`src/rtl/wdog_pkg.sv`:
```
package wdog_pkg;
  localparam int ADDR_W  = 4;
  localparam int DATA_W  = 32;
  localparam int DIV_W   = 18;
  localparam int CNT_W   = 16;
  localparam int OUTC_W  = 18;

  // register index = bus_addr[3:2]
  localparam logic [1:0] IDX_CTRL = 2'd0;
  localparam logic [1:0] IDX_OUTC = 2'd1;
  localparam logic [1:0] IDX_TIME = 2'd2;
  localparam logic [1:0] IDX_KICK = 2'd3;

  // control bit positions
  localparam int B_RUN    = 18;
  localparam int B_ALTCLK = 19;
  localparam int B_RSTEN  = 21;
  localparam int B_IRQEN  = 23;
  localparam int B_CLKON  = 24;
  localparam int B_DIVON  = 25;
  localparam int B_FORCE  = 26;

  // output control bit positions
  localparam int B_PULSE  = 17;
  localparam int B_POLLOW = 16;

  typedef struct packed {
    logic             force_now;
    logic             div_on;
    logic             clk_on;
    logic             irq_en;
    logic             rst_en;
    logic             alt_clk;
    logic             run;
    logic [DIV_W-1:0] div;
  } ctrl_t;
endpackage

```
`src/rtl/wdog_regs.sv`:
```
module wdog_regs
  import wdog_pkg::*;
(
  input  logic              clk,
  input  logic              rst_n,
  input  logic              bus_wr,
  input  logic [ADDR_W-1:0] bus_addr,
  input  logic [DATA_W-1:0] bus_wdata,
  output logic [DATA_W-1:0] bus_rdata,
  input  logic [CNT_W-1:0]  live_cnt,
  output logic              run_ok,
  output logic              rst_en,
  output logic              force_now,
  output logic [DIV_W-1:0]  div_val,
  output logic [CNT_W-1:0]  limit,
  output logic              pulse_mode,
  output logic              pol_low,
  output logic [CNT_W-1:0]  pulse_len,
  output logic              kick
);
  ctrl_t              ctrl_q, ctrl_d;
  logic [OUTC_W-1:0]  outc_q, outc_d;
  logic [CNT_W-1:0]   lim_q,  lim_d;
  logic [1:0]         idx;
  logic               unused_bits;

  assign idx         = bus_addr[3:2];
  assign unused_bits = ^{bus_addr[1:0], bus_wdata[31:27], bus_wdata[22], bus_wdata[20]};

  // next-state
  always_comb begin
    ctrl_d = ctrl_q;
    outc_d = outc_q;
    lim_d  = lim_q;
    if (ctrl_q.force_now) ctrl_d.force_now = 1'b0;
    if (bus_wr) begin
      case (idx)
        IDX_CTRL: begin
          ctrl_d.div       = bus_wdata[DIV_W-1:0];
          ctrl_d.run       = bus_wdata[B_RUN];
          ctrl_d.alt_clk   = bus_wdata[B_ALTCLK];
          ctrl_d.rst_en    = bus_wdata[B_RSTEN];
          ctrl_d.irq_en    = bus_wdata[B_IRQEN];
          ctrl_d.clk_on    = bus_wdata[B_CLKON];
          ctrl_d.div_on    = bus_wdata[B_DIVON];
          ctrl_d.force_now = bus_wdata[B_FORCE];
        end
        IDX_OUTC: outc_d = bus_wdata[OUTC_W-1:0];
        IDX_TIME: lim_d  = bus_wdata[CNT_W-1:0];
        default:  ;
      endcase
    end
  end

  always_ff @(posedge clk or negedge rst_n) begin
    if (!rst_n) begin
      ctrl_q <= '0;
      outc_q <= '0;
      lim_q  <= '0;
    end else begin
      ctrl_q <= ctrl_d;
      outc_q <= outc_d;
      lim_q  <= lim_d;
    end
  end

  // read mux
  always_comb begin
    bus_rdata = '0;
    case (idx)
      IDX_CTRL: begin
        bus_rdata[DIV_W-1:0] = ctrl_q.div;
        bus_rdata[B_RUN]     = ctrl_q.run;
        bus_rdata[B_ALTCLK]  = ctrl_q.alt_clk;
        bus_rdata[B_RSTEN]   = ctrl_q.rst_en;
        bus_rdata[B_IRQEN]   = ctrl_q.irq_en;
        bus_rdata[B_CLKON]   = ctrl_q.clk_on;
        bus_rdata[B_DIVON]   = ctrl_q.div_on;
        bus_rdata[B_FORCE]   = ctrl_q.force_now;
      end
      IDX_OUTC: bus_rdata[OUTC_W-1:0] = outc_q;
      IDX_TIME: bus_rdata = {live_cnt, lim_q};
      default:  bus_rdata = '0;
    endcase
  end

  assign run_ok     = ctrl_q.run & ctrl_q.clk_on & ctrl_q.div_on;
  assign rst_en     = ctrl_q.rst_en;
  assign force_now  = ctrl_q.force_now;
  assign div_val    = ctrl_q.div;
  assign limit      = lim_q;
  assign pulse_mode = outc_q[B_PULSE];
  assign pol_low    = outc_q[B_POLLOW];
  assign pulse_len  = outc_q[CNT_W-1:0];
  assign kick       = bus_wr & (idx == IDX_KICK);


  force_selfclear_chk: assert property (@(posedge clk) disable iff (!rst_n)
    (ctrl_q.force_now && !(bus_wr && idx == IDX_CTRL && bus_wdata[B_FORCE])) |=> !ctrl_q.force_now);
endmodule

```
`src/rtl/wdog_prescaler.sv`:
```
module wdog_prescaler
  import wdog_pkg::*;
(
  input  logic             clk,
  input  logic             rst_n,
  input  logic             run_ok,
  input  logic             clr,
  input  logic [DIV_W-1:0] div_val,
  output logic             tick
);
  logic [DIV_W-1:0] pre_q, pre_d;
  logic             at_end;

  assign at_end = (pre_q >= div_val);
  assign tick   = run_ok & at_end;

  always_comb begin
    pre_d = pre_q;
    if (clr)         pre_d = '0;
    else if (run_ok) pre_d = at_end ? '0 : pre_q + 1'b1;
  end

  always_ff @(posedge clk or negedge rst_n) begin
    if (!rst_n) pre_q <= '0;
    else        pre_q <= pre_d;
  end


  tick_spacing_chk: assert property (@(posedge clk) disable iff (!rst_n)
    (tick && div_val != '0) |=> (!tick || div_val == '0));
endmodule

```
`src/rtl/wdog_counter.sv`:
```
module wdog_counter
  import wdog_pkg::*;
(
  input  logic             clk,
  input  logic             rst_n,
  input  logic             tick,
  input  logic             kick,
  input  logic             rst_en,
  input  logic [CNT_W-1:0] limit,
  output logic [CNT_W-1:0] count,
  output logic             fire
);
  logic [CNT_W-1:0] cnt_q, cnt_d;
  logic             trip_q, trip_d;
  logic [CNT_W:0]   cnt_p1;
  logic             hit;

  assign cnt_p1 = {1'b0, cnt_q} + {{CNT_W{1'b0}}, 1'b1};
  assign hit    = (cnt_p1 >= {1'b0, limit});
  assign fire   = tick & rst_en & hit & ~trip_q & ~kick;

  always_comb begin
    cnt_d  = cnt_q;
    trip_d = trip_q;
    if (kick) begin
      cnt_d  = '0;
      trip_d = 1'b0;
    end else begin
      if (tick && cnt_q < limit) cnt_d = cnt_p1[CNT_W-1:0];
      if (fire) trip_d = 1'b1;
    end
  end

  always_ff @(posedge clk or negedge rst_n) begin
    if (!rst_n) begin
      cnt_q  <= '0;
      trip_q <= 1'b0;
    end else begin
      cnt_q  <= cnt_d;
      trip_q <= trip_d;
    end
  end

  assign count = cnt_q;


  kick_clears_chk: assert property (@(posedge clk) disable iff (!rst_n)
    kick |=> (cnt_q == '0));

  cnt_step_chk: assert property (@(posedge clk) disable iff (!rst_n)
    1'b1 |=> (cnt_q == $past(cnt_q) || cnt_q == $past(cnt_q) + 1'b1 || cnt_q == '0));
endmodule

```
`src/rtl/wdog_pulse.sv`:
```
module wdog_pulse
  import wdog_pkg::*;
(
  input  logic             clk,
  input  logic             rst_n,
  input  logic             fire,
  input  logic             force_now,
  input  logic             pulse_mode,
  input  logic             pol_low,
  input  logic [CNT_W-1:0] pulse_len,
  output logic             rst_out,
  output logic             expired
);
  logic             act_q, act_d;
  logic [CNT_W-1:0] left_q, left_d;
  logic             exp_q, exp_d;

  always_comb begin
    act_d  = act_q;
    left_d = left_q;
    exp_d  = exp_q | fire;
    if ((fire || force_now) && !act_q) begin
      act_d  = 1'b1;
      left_d = (pulse_len == '0) ? {{(CNT_W-1){1'b0}}, 1'b1} : pulse_len;
    end else if (act_q && pulse_mode) begin
      if (left_q <= {{(CNT_W-1){1'b0}}, 1'b1}) act_d = 1'b0;
      else                                     left_d = left_q - 1'b1;
    end
  end

  always_ff @(posedge clk or negedge rst_n) begin
    if (!rst_n) begin
      act_q  <= 1'b0;
      left_q <= '0;
      exp_q  <= 1'b0;
    end else begin
      act_q  <= act_d;
      left_q <= left_d;
      exp_q  <= exp_d;
    end
  end

  assign rst_out = act_q ^ pol_low;
  assign expired = exp_q;


  force_start_chk: assert property (@(posedge clk) disable iff (!rst_n)
    (force_now && !act_q) |=> act_q);

  expired_sticky_chk: assert property (@(posedge clk) disable iff (!rst_n)
    exp_q |=> exp_q);

  level_hold_chk: assert property (@(posedge clk) disable iff (!rst_n)
    (act_q && !pulse_mode) |=> act_q);
endmodule

```
`src/rtl/tick_watchdog.sv`:
```
module tick_watchdog
  import wdog_pkg::*;
(
  input  logic              clk,
  input  logic              rst_n,
  input  logic              bus_wr,
  input  logic [ADDR_W-1:0] bus_addr,
  input  logic [DATA_W-1:0] bus_wdata,
  output logic [DATA_W-1:0] bus_rdata,
  output logic              wdog_rst_o,
  output logic              wdog_expired_o
);
  logic             run_ok, rst_en, force_now, pulse_mode, pol_low, kick, tick, fire;
  logic [DIV_W-1:0] div_val;
  logic [CNT_W-1:0] limit, pulse_len, count;

  wdog_regs u_regs (
    .clk(clk), .rst_n(rst_n), .bus_wr(bus_wr), .bus_addr(bus_addr),
    .bus_wdata(bus_wdata), .bus_rdata(bus_rdata), .live_cnt(count),
    .run_ok(run_ok), .rst_en(rst_en), .force_now(force_now), .div_val(div_val),
    .limit(limit), .pulse_mode(pulse_mode), .pol_low(pol_low),
    .pulse_len(pulse_len), .kick(kick)
  );

  wdog_prescaler u_pre (
    .clk(clk), .rst_n(rst_n), .run_ok(run_ok), .clr(kick),
    .div_val(div_val), .tick(tick)
  );

  wdog_counter u_cnt (
    .clk(clk), .rst_n(rst_n), .tick(tick), .kick(kick), .rst_en(rst_en),
    .limit(limit), .count(count), .fire(fire)
  );

  wdog_pulse u_pulse (
    .clk(clk), .rst_n(rst_n), .fire(fire), .force_now(force_now),
    .pulse_mode(pulse_mode), .pol_low(pol_low), .pulse_len(pulse_len),
    .rst_out(wdog_rst_o), .expired(wdog_expired_o)
  );
endmodule

```
`config.mk`:
```
export PLATFORM = sky130hd
export DESIGN_NAME = tick_watchdog
export DESIGN_NICKNAME = d
export VERILOG_FILES = /design/src/rtl/wdog_pkg.sv /design/src/rtl/wdog_regs.sv /design/src/rtl/wdog_prescaler.sv /design/src/rtl/wdog_counter.sv /design/src/rtl/wdog_pulse.sv /design/src/rtl/tick_watchdog.sv
export SDC_FILE = /design/constraint.sdc
export NUM_CORES = 1
export LEC_CHECK = 0
export BUFFER_PORTS_ARGS = -buffer_cell sky130_fd_sc_hd__clkbuf_2
export CAP_MARGIN = 30
export CORE_UTILIZATION = 40
export CTS_BUF_LIST = sky130_fd_sc_hd__clkbuf_2
export CTS_CLUSTER_SIZE = 16
export DETAILED_ROUTE_END_ITERATION = 8
export PLACE_DENSITY = 0.65
export SLEW_MARGIN = 20
export SYNTH_ARGS = -nofsm -noshare
export SYNTH_HDL_FRONTEND = slang
export SYNTH_HIERARCHICAL = 1
export SYNTH_SLANG_ARGS = --single-unit
```
`constraint.sdc`:
```
create_clock -name clk -period 3.99 [get_ports clk]
set_input_delay 0.1995 -clock clk [delete_from_list [all_inputs] [get_ports clk]]
set_output_delay 0.1995 -clock clk [all_outputs]
set_load 0.01 [all_outputs]
```
### Word level (Yosys, flattened, before mapping)

Index checks and enable logic that the tools add are counted.

| storage, ports and cells | value |
|---|---|
| output and inout port bits | 34 |
| bits of input ports | 39 |
| bits in registers | 112 |
| logic and storage cells | 79 |

| operators by class | value |
|---|---|
| bitwise operators | 12 |
| mux-type cells | 23 |
| equality and inequality tests | 4 |
| order comparisons | 4 |
| add/sub/neg operators | 3 |
| reduce and logical (&&, ||, !) cells | 17 |

Operator list:

| kind | number |
|---|---|
| 16-bit two-way mux | 6 |
| 18-bit two-way mux | 3 |
| 18-bit case mux with 3 select lines | 1 |
| 25-bit two-way mux | 2 |
| 18-bit by 1-bit adder with 18-bit output (second input constant) | 1 |
| 18-bit greater-or-equal comparator | 1 |
| 16-bit by 1-bit adder with 17-bit output (second input constant) | 1 |
| 17-bit by 16-bit greater-or-equal comparator with 1-bit output | 1 |
| 16-bit by 1-bit <= comparator with 1-bit output (second input constant) | 1 |
| 16-bit logical NOT | 1 |
| 16-bit < comparator | 1 |
| 16-bit by 1-bit subtractor with 16-bit output (second input constant) | 1 |
| 2-bit AND reduction | 5 |
| 2-bit nonzero test | 5 |
| 1-bit bitwise AND | 8 |
| 4-bit case mux with 2 select lines | 1 |
| 1-bit two-way mux | 7 |
| 5-bit two-way mux | 1 |
| 2-bit == test (second input constant) | 2 |
| 2-bit case mux with 2 select lines | 1 |
| 1-bit logical AND | 3 |
| 2-bit by 1-bit == test with 1-bit output (second input constant) | 1 |
| 2-bit logical NOT | 1 |
| 2-bit by 1-bit inequality test with 1-bit output (second input constant) | 1 |
| other kinds (6) | 7 |

### Depth between registers and ports, before layout

| logic depth | value |
|---|---|
| depth in word-level cells | 11 |
| gate-level depth with buffers | 19 |
| gate-level depth less buffers | 18 |

### Cells and area by module

Netlist, hierarchy kept.

By module, submodules not included:

| module | sequential area each (µm²) | instances | cells an instance | area each (µm²) |
|---|---|---|---|---|
| wdog_regs | 1,476.4 | 1 | 211 | 2,920.3 |
| wdog_counter | 425.4 | 1 | 213 | 1,793.0 |
| wdog_prescaler | 450.4 | 1 | 176 | 1,502.7 |
| wdog_pulse | 450.4 | 1 | 135 | 1,247.4 |

### Worst setup path after synthesis

OpenSTA, ideal clock, no wires.

| timing | value |
|---|---|
| kind | flip-flop to flip-flop |
| from | reg u_cnt.cnt_q[2], in the netlist u_cnt/count[2] |
| to | reg u_pulse.left_q[14] |
| required time | 3.855 ns |
| library setup time | 0.135 ns |
| stages on the path, launching flop included | 16 |
| clock period less this slack | 3.633 ns |
| path buffers | 2 |
| arrival | 3.498 ns |
| setup slack | 0.357 ns |
| cells stage by stage | dfrtp_1 and4_4 nand2_4 or4_4 nor2_1 xor2_1 ha_1 nand4b_1 o41ai_1 o311ai_0 nor3_1 nor2_1 nor2_1 clkbuf_1 clkbuf_1 o21ai_0 |

| on the way | value |
|---|---|
| word-level cells in the longest chain between the ends | 9 |
| elaborated cells on any way between the ends | 11 |
| those cells by class | add/sub: 1; order compare: 1; eq/ne: 1; mux: 1; bitwise: 3; reduce/logical: 4 |

Ends and longest elaborated chain:

| what | RTL line | text |
|---|---|---|
| start, declared | wdog_counter.sv:13 | `logic [CNT_W-1:0] cnt_q, cnt_d;` |
| start signal, assigned | wdog_counter.sv:39 | `cnt_q <= cnt_d;` |
| 16-bit by 1-bit adder with 17-bit output * | wdog_counter.sv:18 | `assign cnt_p1 = {1'b0, cnt_q} + {{CNT_W{1'b0}}, 1'b1};` |
| 17-bit by 16-bit greater-or-equal comparator with 1-bit output * | wdog_counter.sv:19 | `assign hit = (cnt_p1 >= {1'b0, limit});` |
| 1-bit bitwise AND * (3 in a row) | wdog_counter.sv:20 | `assign fire = tick & rst_en & hit & ~trip_q & ~kick;` |
| net fire | tick_watchdog.sv:13 | `logic run_ok, rst_en, force_now, pulse_mode, pol_low, kick, tick, fire;` |
| 1-bit logical OR * | wdog_pulse.sv:22 | `if ((fire \|\| force_now) && !act_q) begin` |
| 1-bit logical AND * | wdog_pulse.sv:22 |  |
| 2-bit by 1-bit inequality test with 1-bit output (no source line) / 2-bit nonzero test (equally long branches) | -- |  |
| 2-bit AND reduction (no source line) | -- |  |
| end signal, assigned | wdog_pulse.sv:38 | `left_q <= left_d;` |
| end, declared | wdog_pulse.sv:15 | `logic [CNT_W-1:0] left_q, left_d;` |

The timed path passes the listed nets; every way through them passes the cells marked *.
A chain may end at the register's enable or synchronous reset.

### Worst setup path after layout

| timing | value |
|---|---|
| from | reg u_cnt.cnt_q[0], in the netlist u_cnt/count[0] |
| to | reg u_pulse.left_q[1] |

Same word-level chain as after synthesis.

==> summary.md <==
| Metric | Value |
|---|---|
| Outcome | `finished with violations` |
| Violated checks | `DRC` |
| Sw Ratio | `0.385` |
| Crit path to | `u_pulse/left_q[1]$_DFFE_PN0P_` |
| Clock sink count | `112` |
| Seq pwr share | `0.477` |
| Initial antenna violation count | `1` |
| Cell taking the most area after synthesis | `dfrtp_1` |
| Root Buffer | `clkbuf_2` |
| Setup crit end kind | `register` |
| Met1 Resource Use GR | `0.269` |
| Drt total wl | `19100 µm` |
| Fillcell total | `1725` |
| Worst path arrival time | `4.33 ns` |
| Dpl hpwl | `13800 µm` |
| CP required | `4.59 ns` |
| Synth Area in Adders | `0.0905` |
| Syn avg cell area | `10.2 µm²` |
| Distinct cells, synth | `76` |
| Max VDD drop | `0.223 mV` |
| Global-route wire length before repair | `30300 µm` |
| Chip Height | `139 µm` |
| Max Buffers Root-to-Sink | `2` |
| GR Util met2 | `0.348` |
| Register-to-register setup slack | `0.25 ns` |
| Num CTS Buffers | `9` |
| Count of state elements after synthesis | `112` |
| Clock latency at the later pin of the worst-skew pair | `0.66 ns` |
| Synthesis Warnings | `6` |
| Seq/Total Area, Yosys | `0.376` |
| Synth async-reset ratio | `1.00` |
| Routability congestion estimate | `0.835` |
| Compound-cell area share of the yosys netlist | `0.145` |
| DR pass1 iterations | `6` |
| Commonest non-fill, non-tap cell in the layout | `dfrtp_1` |
| Max cap viols | `0` |
| Pint | `0.00207 W` |
| Crit path max-delay family | `simple AND/OR/NAND/NOR gates` |
| Post-synthesis simple-gate area fraction | `0.172` |
| Remaining Overflow, GRT | `0` |
| FF-to-FF path depth | `18` |
| Reg2reg end | `u_pulse/left_q[1]$_DFFE_PN0P_` |
| Combinational power share | `0.333` |
| Largest net degree at the start of global routing | `62` |
| Buffers on Ports | `63` |
| Post-synthesis mux area share | `0.125` |
| Endpoints failing setup | `0` |
| Pleak | `3.84 nW` |
| Starting Density | `0.411` |
| Post-DP Area | `7960 µm²` |
| Post-Synth XOR/XNOR Area | `0.0270` |
| Most frequent cells in the layout | `dfrtp_1 (110), clkbuf_2 (71), mux2_2 (58)` |
| Slew @ Worst Pin | `0.717 ns` |
| Total Power | `0.00336 W` |
| Met3 Use GR | `0.0266` |
| RSZ-0062 raised after global routing | `yes` |
| Synth Cell Area | `7460 µm²` |
| Crit path launch type | `register` |
| Syn_nets | `828` |
| H-tree depth | `3` |
| Sum of negative setup slack | `0 ns` |
| Largest cells by area after synthesis | `dfrtp_1 (38%), ha_1 (9.1%), mux2_2 (8.8%), mux2i_1 (3.6%), inv_1 (2.5%)` |
| WL per Instance | `18.3 µm` |
| Worst R2R Start | `u_cnt/count[0]$_DFFE_PN0P_` |
| Crit path buf inv count | `2` |
| Crit path from | `u_cnt/count[0]$_DFFE_PN0P_` |
| Number of flops mapped to enable cells by yosys | `0` |
| Post-synth top area share | `0.376` |
| Minimum clock period | `3.74 ns` |
| FP Rows | `49` |
| Crit path largest cell delay | `0.50 ns` |
| P per Cell Area | `401 nW/µm²` |
| Setup Fix Bufs, Post-CTS | `0` |
| Util after Layout | `0.462` |
| Share of cells above drive strength 1 | `0.240` |
| Antenna Violating Nets Remaining | `0` |
| Largest fanout on the critical path | `24` |
| Post-route cell area | `8380 µm²` |
| Core Box Area | `18100 µm²` |
| Iteration-0 DRC Markers | `331` |
| Top_reg_cell synth | `dfrtp_1` |
| CP max-delay cell | `dfrtp_2` |
| Cell Chain, Critical Path | `ha_1 > and4_1 > nand4_1 > inv_1 > nand3_1 > xnor2_1 > ha_1 > a21oi_1 > o21ai_0 > nor3_1 > a21oi_1 > o311ai_1 > nor3_2 > nor2_1 > nor2_1 > buf_12 > or2_4 > o221a_1` |
| Final #Nets | `903` |
| Ports | `73` |
| WHS | `0.0667 ns` |
| Rel. slew slack | `0.522` |
| Die area | `19200 µm²` |
| Clock Skew | `0.0412 ns` |
| Vias per inst | `5.66` |
| CTS clk-pin slew, worst paths | `0.34 ns` |
| GRT busiest layer | `met2` |
| DR DRC count | `8` |
| Instance count on the critical path | `18` |
| Min-delay worst type | `input port to asynchronous set/reset pin` |
| Part of the power in the clock network | `0.190` |
| Layout area overhead | `12.2%` |
| Vias in the first global route | `5543` |
| Detailed-route via count | `5916` |
| GRT Resource Usage Total | `0.203` |
| Crit Path Category | `register to register` |
| Final hold violations | `0` |
| Sw power | `0.00129 W` |
| CTS tree | `done` |
| Final period util | `0.936` |
| DIE WIDTH | `139 µm` |
| Final Max Tran Viols | `0` |
| Max frequency | `268 MHz` |
| Syn Inst Count | `735` |
| Largest family of logic cells by synthesized area | `simple AND/OR/NAND/NOR gates` |
synthesized netlist by cell type (4+ instances only):
library cell,count
buf_2,8
nor2_1,30
or2_2,4
buf_6,6
a21o_1,4
nor2b_1,6
nor3_1,12
o311ai_0,7
a211oi_1,7
mux2i_1,27
o21a_1,4
ha_1,54
or3_1,13
nand2_1,47
a21oi_1,35
o21ai_0,25
mux2_2,58
inv_1,49
o22ai_1,5
xor2_1,6
nor4_1,6
xnor2_1,17
nand4_1,29
dfrtp_1,112
buf_4,19
and3_1,7
o31ai_1,5
a31oi_1,6
clkbuf_1,13
nand3_1,23
and2_1,13
or4_1,4
o2bb2ai_1,18
state kept, by name (all words and copies together), names as in the netlist:
name,flops
u_pulse/act_q,1
u_pulse/left_q,16
u_regs/limit,16
u_pre/pre_q,18
u_regs/ctrl_q,5
u_pulse/expired,1
u_cnt/count,16
u_cnt/trip_q,1
u_regs/rst_en,1
u_regs/div_val,18
u_regs/outc_q,18
u_regs/force_now,1
area by class of cell:
cell class / instances / area (µm²) / area share
antenna: 1 / 2.50 / 0.000299
multi-input combinational: 528 / 4190 / 0.500
clock buffer: 9 / 45.0 / 0.00538
inverter: 49 / 184 / 0.0220
clock inverter: 7 / 104 / 0.0124
sequential: 112 / 2810 / 0.335
tap: 229 / 287 / 0.0342
timing repair buffer: 110 / 761 / 0.0908
routing by layer:
metal / vias up / share of wire
met1: 2916 / 0.46
met5: - / 0
li1: 2852 / -
met3: 19 / 0.034
met4: 0 / 0.014
met2: 129 / 0.49
cells by family after synthesis:
family	count (synthesis)
simple gates	219
compound gates	146
flops	112
buf+inv	95
mux	86
fa+ha+maj	54
xor+xnor	23
how the worst min path moves through the flow:
stage,slack [ns],startpoint,end,cells past startpoint
global route,0.1,rst_n,u_pulse/left_q[15]$_DFFE_PN0P_,2
CTS,0.08,rst_n,u_pulse/left_q[15]$_DFFE_PN0P_,2
floorplan,-0.1,rst_n,u_cnt/count[0]$_DFFE_PN0P_,0
global placement,0.28,rst_n,u_pulse/left_q[12]$_DFFE_PN0P_,1
finish,0.07,rst_n,u_pulse/left_q[15]$_DFFE_PN0P_,2
detailed placement,0.29,rst_n,u_pulse/left_q[12]$_DFFE_PN0P_,1
stage by stage:
| stage | instances | setup WS, ns |
|---|---|---|
| 5_1_grt | 1045 | -0.0507 |
| 4_1_cts | 1044 | 0.0933 |
| 6_report | 1045 | 0.254 |
| 2_1_floorplan | 735 | 0.357 |
| 3_5_place_dp | 1002 | 0.181 |
| 3_3_place_gp | 1002 | 0.195 |
power by group through the flow:
stage | logic, W | clock network, W | registers (W)
6_report | 0.00112 | 0.000638 | 0.00160
5_1_grt | 0.00123 | 0.000686 | 0.00163
4_1_cts | 0.00112 | 0.000653 | 0.00159
3_5_place_dp | 0.00109 | 0 | 0.00162
3_3_place_gp | 0.00107 | 0 | 0.00161
2_1_floorplan | 0.000888 | 0 | 0.00152
timing repair:
item	4_1_cts	5_1_grt
endpoints found under the hold margin	110	0
resized for setup	0	4
setup endpoints to repair	0	9
hold buffers	26	0
Power figures use the tool's default switching activity.
